[src/rtl/pin_mux_pkg.sv]
package pin_mux_pkg;

  localparam int LOOPS = 2;
  localparam int LOOP_A = 0;
  localparam int LOOP_B = 1;

  typedef enum logic [3:0] {
    FN_OFF,
    FN_LOCK_A,
    FN_LOCK_B,
    FN_LOCK_AB,
    FN_REF_A,
    FN_REF_B,
    FN_FB_A,
    FN_FB_B,
    FN_FAST,
    FN_CLR_A,
    FN_CLR_B,
    FN_CLR_AB
  } pin_fn_e;

  // Map the four mode bits onto one pin function.
  function automatic pin_fn_e decode_fn(input logic [1:0] lk, input logic [1:0] dv);
    pin_fn_e f;
    unique case (dv)
      2'b00: begin
        unique case (lk)
          2'b00:   f = FN_OFF;
          2'b01:   f = FN_LOCK_A;
          2'b10:   f = FN_LOCK_B;
          default: f = FN_LOCK_AB;
        endcase
      end
      2'b01:   f = lk[LOOP_B] ? FN_FB_A : FN_REF_A;
      2'b10:   f = lk[LOOP_B] ? FN_FB_B : FN_REF_B;
      default: begin
        unique case (lk)
          2'b00:   f = FN_FAST;
          2'b01:   f = FN_CLR_A;
          2'b10:   f = FN_CLR_B;
          default: f = FN_CLR_AB;
        endcase
      end
    endcase
    return f;
  endfunction

  function automatic logic is_clear(input pin_fn_e f);
    return (f == FN_CLR_A) || (f == FN_CLR_B) || (f == FN_CLR_AB);
  endfunction

endpackage

[src/rtl/pmx_lock_det.sv]
module pmx_lock_det
  import pin_mux_pkg::*;
(
  input  logic [LOOPS-1:0] up,
  input  logic [LOOPS-1:0] dn,
  output logic [LOOPS-1:0] locked,
  output logic             all_locked
);
  for (genvar i = 0; i < LOOPS; i++) begin : g_loop
    assign locked[i] = ~(up[i] | dn[i]);
  end
  assign all_locked = &locked;
endmodule

[src/rtl/pmx_decode.sv]
module pmx_decode
  import pin_mux_pkg::*;
(
  input  logic [1:0]       lk_sel,
  input  logic [1:0]       dv_sel,
  output pin_fn_e          fn,
  output logic [LOOPS-1:0] clr_req
);
  assign fn = decode_fn(lk_sel, dv_sel);

  always_comb begin
    clr_req = '0;
    unique case (fn)
      FN_CLR_A:  clr_req[LOOP_A] = 1'b1;
      FN_CLR_B:  clr_req[LOOP_B] = 1'b1;
      FN_CLR_AB: clr_req = '1;
      default:   clr_req = '0;
    endcase
  end
endmodule

[src/rtl/pmx_source_sel.sv]
module pmx_source_sel
  import pin_mux_pkg::*;
(
  input  pin_fn_e          fn,
  input  logic [LOOPS-1:0] locked,
  input  logic             all_locked,
  input  logic [LOOPS-1:0] ref_pls,
  input  logic [LOOPS-1:0] fb_pls,
  input  logic             fast_cur,
  output logic             pin_d,
  output logic             od_d
);
  always_comb begin
    pin_d = 1'b0;
    od_d  = 1'b0;
    unique case (fn)
      FN_LOCK_A:  pin_d = locked[LOOP_A];
      FN_LOCK_B:  pin_d = locked[LOOP_B];
      FN_LOCK_AB: pin_d = all_locked;
      FN_REF_A:   pin_d = ref_pls[LOOP_A];
      FN_REF_B:   pin_d = ref_pls[LOOP_B];
      FN_FB_A:    pin_d = fb_pls[LOOP_A];
      FN_FB_B:    pin_d = fb_pls[LOOP_B];
      FN_FAST:    od_d  = fast_cur;
      default:    pin_d = 1'b0;
    endcase
  end
endmodule

[src/rtl/status_pin_mux.sv]
module status_pin_mux
  import pin_mux_pkg::*;
(
  input  logic       clk,
  input  logic       rst_n,
  input  logic [1:0] lk_sel,
  input  logic [1:0] dv_sel,
  input  logic [1:0] pd_up,
  input  logic [1:0] pd_dn,
  input  logic [1:0] ref_pls,
  input  logic [1:0] fb_pls,
  input  logic       fast_cur,
  output logic       pin_out,
  output logic       pin_od_en,
  output logic [1:0] cnt_rst,
  output logic [1:0] cp_tri
);
  pin_fn_e          fn;
  logic [LOOPS-1:0] clr_req;
  logic [LOOPS-1:0] locked;
  logic             all_locked;
  logic             pin_d;
  logic             od_d;

  pmx_decode u_dec (
    .lk_sel (lk_sel),
    .dv_sel (dv_sel),
    .fn     (fn),
    .clr_req(clr_req)
  );

  pmx_lock_det u_lock (
    .up        (pd_up),
    .dn        (pd_dn),
    .locked    (locked),
    .all_locked(all_locked)
  );

  pmx_source_sel u_sel (
    .fn        (fn),
    .locked    (locked),
    .all_locked(all_locked),
    .ref_pls   (ref_pls),
    .fb_pls    (fb_pls),
    .fast_cur  (fast_cur),
    .pin_d     (pin_d),
    .od_d      (od_d)
  );

  always_ff @(posedge clk) begin
    if (!rst_n) begin
      pin_out   <= 1'b0;
      pin_od_en <= 1'b0;
      cnt_rst   <= '0;
      cp_tri    <= '0;
    end else begin
      pin_out   <= pin_d;
      pin_od_en <= od_d;
      cnt_rst   <= clr_req;
      cp_tri    <= clr_req;
    end
  end


  off_low_chk: assert property (@(posedge clk) disable iff (!rst_n)
    (fn == FN_OFF) |=> !pin_out);


  pair_lock_chk: assert property (@(posedge clk) disable iff (!rst_n)
    (fn == FN_LOCK_AB && ((|pd_up) || (|pd_dn))) |=> !pin_out);


  fast_pin_chk: assert property (@(posedge clk) disable iff (!rst_n)
    (fn == FN_FAST) |=> (!pin_out && pin_od_en == $past(fast_cur)));


  od_idle_chk: assert property (@(posedge clk) disable iff (!rst_n)
    (fn != FN_FAST) |=> !pin_od_en);


  clr_pin_chk: assert property (@(posedge clk) disable iff (!rst_n)
    is_clear(fn) |=> (!pin_out && cnt_rst == $past(lk_sel)));


  tri_follow_chk: assert property (@(posedge clk) disable iff (!rst_n)
    $countones(cnt_rst) == $countones(cp_tri));

endmodule

[config.mk]
export PLATFORM = sky130hd
export DESIGN_NAME = status_pin_mux
export DESIGN_NICKNAME = d
export VERILOG_FILES = /design/src/rtl/pin_mux_pkg.sv /design/src/rtl/pmx_lock_det.sv /design/src/rtl/pmx_decode.sv /design/src/rtl/pmx_source_sel.sv /design/src/rtl/status_pin_mux.sv
export SDC_FILE = /design/constraint.sdc
export NUM_CORES = 1
export LEC_CHECK = 0
export BUFFER_PORTS_ARGS = -buffer_cell sky130_fd_sc_hd__buf_2
export CAP_MARGIN = 20
export CORE_AREA = 5 5 42 44
export DETAILED_ROUTE_END_ITERATION = 10
export DIE_AREA = 0 0 47 49
export PLACE_DENSITY = 0.54
export SETUP_SLACK_MARGIN = 0.15
export SYNTH_ARGS = -nofsm -noshare
export SYNTH_HDL_FRONTEND = slang
export SYNTH_SLANG_ARGS = --single-unit
[constraint.sdc]
create_clock -name clk -period 3.02 [get_ports clk]
set_input_delay 0.302 -clock clk [delete_from_list [all_inputs] [get_ports clk]]
set_output_delay 0.302 -clock clk [all_outputs]
set_load 0.1 [all_outputs]
==> results of run 1 <==
## routing by layer
| metal | wire length, µm | global-route usage (%) | vias to the layer above |
|---|---|---|---|
| li1 | - | - | 155 |
| met2 | 390 | 12.4 | 17 |
| met1 | 262 | 7.68 | 121 |
| met4 | 0 | 4.15 | 0 |
| met3 | 83 | 4.43 | 0 |
| met5 | 0 | 0 | - |
## area by class of cell
cell class              count  share of cell area (%)
inverters                   2                    1.68
repair buffers             20                    22.3
clock buffers               3                    5.03
multi-input cells          26                    48.6
flip-flops and latches      4                    17.9
well taps                  16                    4.47
## cell usage in the layout, fill, tap and decap left out
cell type | synthesis | layout
a2111oi_2 | 1 | 1
a21oi_1 | 1 | 1
a31o_1 | 1 | 1
and2_1 | 1 | 1
buf_2 | 0 | 20
clkbuf_4 | 0 | 3
dfxtp_1 | 4 | 4
ha_1 | 6 | 6
inv_1 | 2 | 2
mux2i_1 | 3 | 3
nand2_1 | 3 | 3
nand2b_1 | 1 | 1
nand3_1 | 1 | 1
nor2_1 | 6 | 6
o21ai_0 | 1 | 1
o41ai_4 | 1 | 1
## logic make-up after synthesis
logic type	Yosys count	synth area share [%]
AO/OA/AOI/OAI	5	19.1
AND/OR/NAND/NOR	12	16.0
flip-flops	4	25.0
adder cells (fa/ha/maj)	6	23.4
buffers and inverters	4	7.03
multiplexers	3	9.38
## metrics by stage
| step | std cells | worst slack, ns | power (µW) |
|---|---|---|---|
| 3_5_place_dp | 68 | 1.06 | 117 |
| 2_1_floorplan | 34 | 1.35 | 101 |
| 3_3_place_gp | 68 | 1.08 | 116 |
| 4_1_cts | 71 | 1.29 | 186 |
| 6_report | 71 | 1.31 | 180 |
| 5_1_grt | 71 | 1.17 | 198 |
## critical path: stages
cell,delay [ns]
buf_2,0.11
inv_1,0.08
ha_1,0.25
o41ai_4,0.53
mux2i_1,0.25
mux2i_1,0.09
a31o_1,0.22
## sequential cells by signal, summed over array words and instances (netlist names)
name	count
pin_od_en	1
cp_tri	2
pin_out	1
## worst paths after layout
kind | start | slack, ns | to | depth (start not counted)
setup / recovery | dv_sel[0] | 1.31 | pin_out$_SDFF_PN0_ | 7
hold / removal | fast_cur | 0.32 | pin_od_en$_SDFF_PN0_ | 3
## report_power, final
part           switching (µW)  internal [µW]
Clock                    20.4           44.4
Sequential              0.578           55.4
Combinational            40.0           19.6
Total                    61.0            119
==> summary.md, run 1 <==
| Metric | Value |
|---|---|
| Run status | `complete, no violations` |
| Distinct cells, synth | `15` |
| CTS Buf Count | `3` |
| Post-Syn Nets | `55` |
| Synth Area per Inst | `9.42 µm²` |
| Total grt overflow | `0` |
| Core Region | `about 1400 µm²` |
| Yosys top cell by area | `dfxtp_1` |
| Unrepaired setup endpoints after global routing | `no` |
| First-pass GRT wire length | `~1200 µm` |
| Setup bufs post-CTS | `0` |
| WL/cell | `just over 10 µm` |
| Hold WS | `around 0.32 ns` |
| # DRC | `0` |
| N_diodes | `0` |
| Fin crit share | `56.6%` |
| Initial antenna violation count | `0` |
| Synth Instances | `34` |
| Mapped cell area | `320 µm²` |
| CTS tree | `yes` |
| Die H | `49 µm` |
| CTS Hold Bufs | `0` |
| Yosys top cell area share | `between 20 and 30%` |
| Area grow syn2layout | `39.8%` |
| Post-synth EDFFs | `0` |
| Worst Path Required | `3.14 ns` |
| Synthesized flop and latch total | `4` |
| Final hold violation count | `0` |
| Maximum vdd drop | `between 0.15 and 0.2 mV` |
| Final core utilization | `around a third` |
| Clock Root Buffer | `clkbuf_4` |
| CP Capture Type | `register` |
| Max-cap violation count | `0` |
| Type of the most critical hold path | `in -> reg` |
| Max Fclk | `0.585 GHz` |
| IO Pins | `21` |
| Main synth FF type | `dfxtp_1` |
| Final wirelength | `between 700 and 800 µm` |
| IO buf count | `20` |
| Final Wtd Congestion | `between 0.7 and 0.8` |
| Least-Margin Pin Slew | `between 0.4 and 0.5 ns` |
| Layout cells sized above 1 | `a little under half` |
| Fin crit period | `around 1.7 ns` |
| LEAKAGE | `about 0.00025 µW` |
| Final setup TNS | `0 ns` |
| Rows | `14` |
| Vias in the first global route | `between 300 and 400` |
| Crit path kind | `in -> reg` |
| Die area | `2300 µm²` |
| Pwr dens | `between 400 and 500 nW/µm²` |
| Fraction of registers with async set or reset after synthesis | `0%` |
| Fillcell total | `between 150 and 200` |
| ANT nets after route | `0` |
| Critical path startpoint category | `input pin` |
| Total track usage | `a little under 8%` |
| Synth Warn # | `0` |
| Leading post-synthesis cells by cell area | `dfxtp_1, ha_1, mux2i_1` |
| CTS H-tree lvls | `1` |
| Reg area | `roughly 80 µm²` |
| Worst EP arrival | `about 1.8 ns` |
| Fin area | `around 450 µm²` |
| Worst-path fanout max | `6` |
| Initial core utilization | `roughly 23%` |
| Drt first pass iters | `4` |
| Rel. slew slack | `67.7%` |
| Final setup violation count | `0` |
| Final max-slew violation count | `0` |
| Clk buf depth | `2` |
| Area after DPL | `approximately 430 µm²` |
| Final nets | `roughly 80` |
| Largest net degree at the start of global routing | `7` |
| CTS sink cnt | `4` |
| Multi-input logic area | `~220 µm²` |
| Sequential area share after synthesis | `about a quarter` |
| Vias per cell | `roughly 4.1` |
| Die W | `around 47 µm` |
| Vias after detailed routing | `between 200 and 300` |
| Commonest cells post-synth | `ha_1, nor2_1, dfxtp_1` |
| Quantity of gates resized following cts | `0` |
| Clock-pin slew on the worst setup and hold paths | `about 0.030 ns` |
| Detailed Route Iter0 Violations | `4` |
Power figures use the tool's default switching activity.
==> run 2, diff against run 1 <==
--- a/config.mk
+++ b/config.mk
@@ -10,7 +10,7 @@
 export CORE_AREA = 5 5 42 44
 export DETAILED_ROUTE_END_ITERATION = 10
 export DIE_AREA = 0 0 47 49
-export PLACE_DENSITY = 0.54
+export PLACE_DENSITY = 0.56
 export SETUP_SLACK_MARGIN = 0.15
 export SYNTH_ARGS = -nofsm -noshare
 export SYNTH_HDL_FRONTEND = slang
==> constraint.sdc (replaced) <==
create_clock -name clk -period 1.37 [get_ports clk]
set_input_delay 0.137 -clock clk [delete_from_list [all_inputs] [get_ports clk]]
set_output_delay 0.137 -clock clk [all_outputs]
set_load 0.1 [all_outputs]
==> run 2 against run 1 <==
Cell area up 25%. Critical path depth unchanged. Sequential share of layout area down 3.1 points. Combinational power rose to 2.8 times the previous value. Global-route usage up 1.4 points. Power up 140%. Routed wire length up 6.0%.
==> summary.md, run 2 (synthesis results as in run 1) <==
| Metric | Value |
|---|---|
| Run status | `complete, no violations` |
| Type of the most critical hold path | `in -> reg` |
| IO buf count | `20 (unchanged)` |
| Layout cells sized above 1 | `63.9% (+18 points)` |
| Clock Power Share | `33.6% (-2.3 points)` |
| Final hold violation count | `0 (unchanged)` |
| Initial core utilization | `22.9% (unchanged)` |
| Die area | `2300 µm² (unchanged)` |
| Max Fclk | `roughly 0.8 GHz` |
| First-pass GRT wire length | `1520 µm (+28%)` |
| Clk buf depth | `2 (unchanged)` |
| Commonest non-fill, non-tap cells in the layout | `buf_2, nor2_1, buf_4` |
| Rows | `14 (unchanged)` |
| Vias after detailed routing | `320 (+9.2%)` |
| Slowest CP cell | `o41ai_4` |
| Detailed Route Iter0 Violations | `2 (-2)` |
| CP endpoint | `pin_out$_SDFF_PN0_` |
| Max-cap violation count | `0 (unchanged)` |
| Final nets | `84 (+7.7%)` |
| Register name with the most flops | `cp_tri` |
| Worst-path fanout max | `4 (-2)` |
| Int Power | `289 µW (+140%)` |
| Worst path top cell family by delay | `compound AO/OA/AOI/OAI gates` |
| Core Region | `1400 µm² (unchanged)` |
| Placed cell count | `73 (+7.4%)` |
| Rel. slew slack | `67.5% (-0.18 points)` |
| # DRC | `0 (unchanged)` |
| Largest net degree at the start of global routing | `5 (-2)` |
| ANT nets after route | `0 (unchanged)` |
| Final worst slack | `0.109 ns (-1.20 ns)` |
| Clock-pin slew on the worst setup and hold paths | `0.04 ns (about the same)` |
| Final wirelength | `779 µm (+6.0%)` |
| Vias in the first global route | `340 (+13%)` |
| CTS tree | `yes` |
| Final setup violation count | `0 (unchanged)` |
| Min-delay src | `fast_cur` |
| Largest register FFs | `2 (unchanged)` |
| Unrepaired setup endpoints after global routing | `yes` |
| Final Wtd Congestion | `0.725 (-2.4%)` |
| Worst EP arrival | `1.39 ns (-0.44 ns)` |
| Commonest non-fill, non-tap cell in the layout | `buf_2` |
| Clock Root Buffer | `clkbuf_4` |
| Maximum vdd drop | `0.235 mV (+47%)` |
| Crit-path cells | `buf_8 -> inv_6 -> ha_4 -> o41ai_4 -> mux2i_1 -> mux2i_1 -> a31o_1` |
| Sequential share of power | `28.4% (-2.6 points)` |
| Critical path startpoint category | `input pin` |
| Drt first pass iters | `2 (-2)` |
| CTS Buf Count | `3 (unchanged)` |
| Final max-slew violation count | `0 (unchanged)` |
| Area grow syn2layout | `75.0%` |
| Fin crit period | `around 1.3 ns` |
| Worst Path Required | `1.50 ns (-1.64 ns)` |
| Slowest stage delay, CP | `0.47 ns (-0.06 ns)` |
| Worst path depth | `7 (unchanged)` |
| Place WS | `-0.304 ns (-1.36 ns)` |
| Pwr dens | `775 nW/µm² (+93%)` |
| Crit path launch | `dv_sel[0]` |
| Die H | `49 µm (unchanged)` |
| CTS sink cnt | `4 (unchanged)` |
| Switch share | `33.6% (-0.19 points)` |
| CTS H-tree lvls | `1 (unchanged)` |
| CTS Hold Bufs | `0 (unchanged)` |
| Vias per cell | `4.16 (+0.70%)` |
| Least-Margin Pin Slew | `0.491 ns (+0.00779 ns)` |
| Fin crit share | `about 92%` |
| Psw | `146 µW (+140%)` |
| N_diodes | `0 (unchanged)` |
| IO Pins | `21 (unchanged)` |
| Most common cell on crit path | `mux2i_1` |
| Initial antenna violation count | `0 (unchanged)` |
| LEAKAGE | `0.000283 µW (+14%)` |
| WL/cell | `10.1 µm (-2.3%)` |
| Non-Filler Instances | `77 (+8.5%)` |
| Comb pwr share | `38.1% (+5.1 points)` |
| CP Capture Type | `register` |
| Crit path buffers/inverters | `2 (unchanged)` |
| Top flop regs | `cp_tri: 2 flops, pin_od_en: 1 flops, pin_out: 1 flops` |
| Total grt overflow | `0 (unchanged)` |
| Die W | `47 µm (unchanged)` |
| Crit path kind | `in -> reg` |
| Total track usage | `9.21% (+1.4 points)` |
[run 2: changes by cell type in the layout (fill, tap and decap cells not counted), sizes merged]
cell / change
buf: +6
[run 2: cell type report]
| cell class | count | area (µm²) |
|---|---|---|
| Multi-Input combinational cell | 26 | 248 |
| Sequential cell | 4 | 82.6 |
| Tap cell | 16 | 20.0 |
| Clock buffer | 3 | 22.5 |
| Fill cell | 142 | 841 |
| Timing Repair Buffer | 26 | 170 |
| Inverter | 2 | 17.5 |
[run 2: tightest hold or removal path, delay by kind of cell]
kind          cells  cell delay [ns]
buf+inv           1             0.09
simple gates      2             0.09
[run 2: stage by stage]
step	total power [µW]	TNS [ns]	utilization, %	cell area, µm²	hold slack, ns
after global placement	271	-0.319	33.6	470	0.392
after detailed placement	272	-0.342	33.6	470	0.383
after CTS	442	0	40.0	561	0.138
final	435	0	40.0	561	0.148
after global routing	475	0	40.0	561	0.159
after floorplan	223	-0.103	-	328	0.274
[run 2: what timing repair did]
item                       in CTS  in global routing
hold endpoints to repair        0                  0
setup buffers                   1                  0
setup endpoints to repair       1                  1
pin swaps                       4                  0
gates resized for setup        17                  0
[run 2: power by group through the flow]
stage	Clock, µW	Combinational [µW]	Sequential (µW)
6_report	146	166	123
5_1_grt	169	182	124
4_1_cts	153	166	123
3_5_place_dp	0	147	125
3_3_place_gp	0	145	125
2_1_floorplan	0	61.5	161
[run 2: routing by layer]
metal  wire length (µm)  share of wire, %  global-route usage, %  vias up
li1                   -                 -                      -      168
met4                  0                 0                   6.91        0
met2                390                50                   12.7       13
met3                 76               9.8                   3.32        0
met1                313                40                   11.2      139
met5                  0                 0                      0        -
[run 2: worst min path at each step]
stage,end,slack [ns],cells after the start
floorplan,cp_tri[0]$_SDFF_PN0_,0.27,2
global placement,pin_od_en$_SDFF_PN0_,0.39,3
detailed placement,pin_od_en$_SDFF_PN0_,0.38,3
CTS,pin_od_en$_SDFF_PN0_,0.14,3
global route,pin_od_en$_SDFF_PN0_,0.16,3
finish,pin_od_en$_SDFF_PN0_,0.15,3
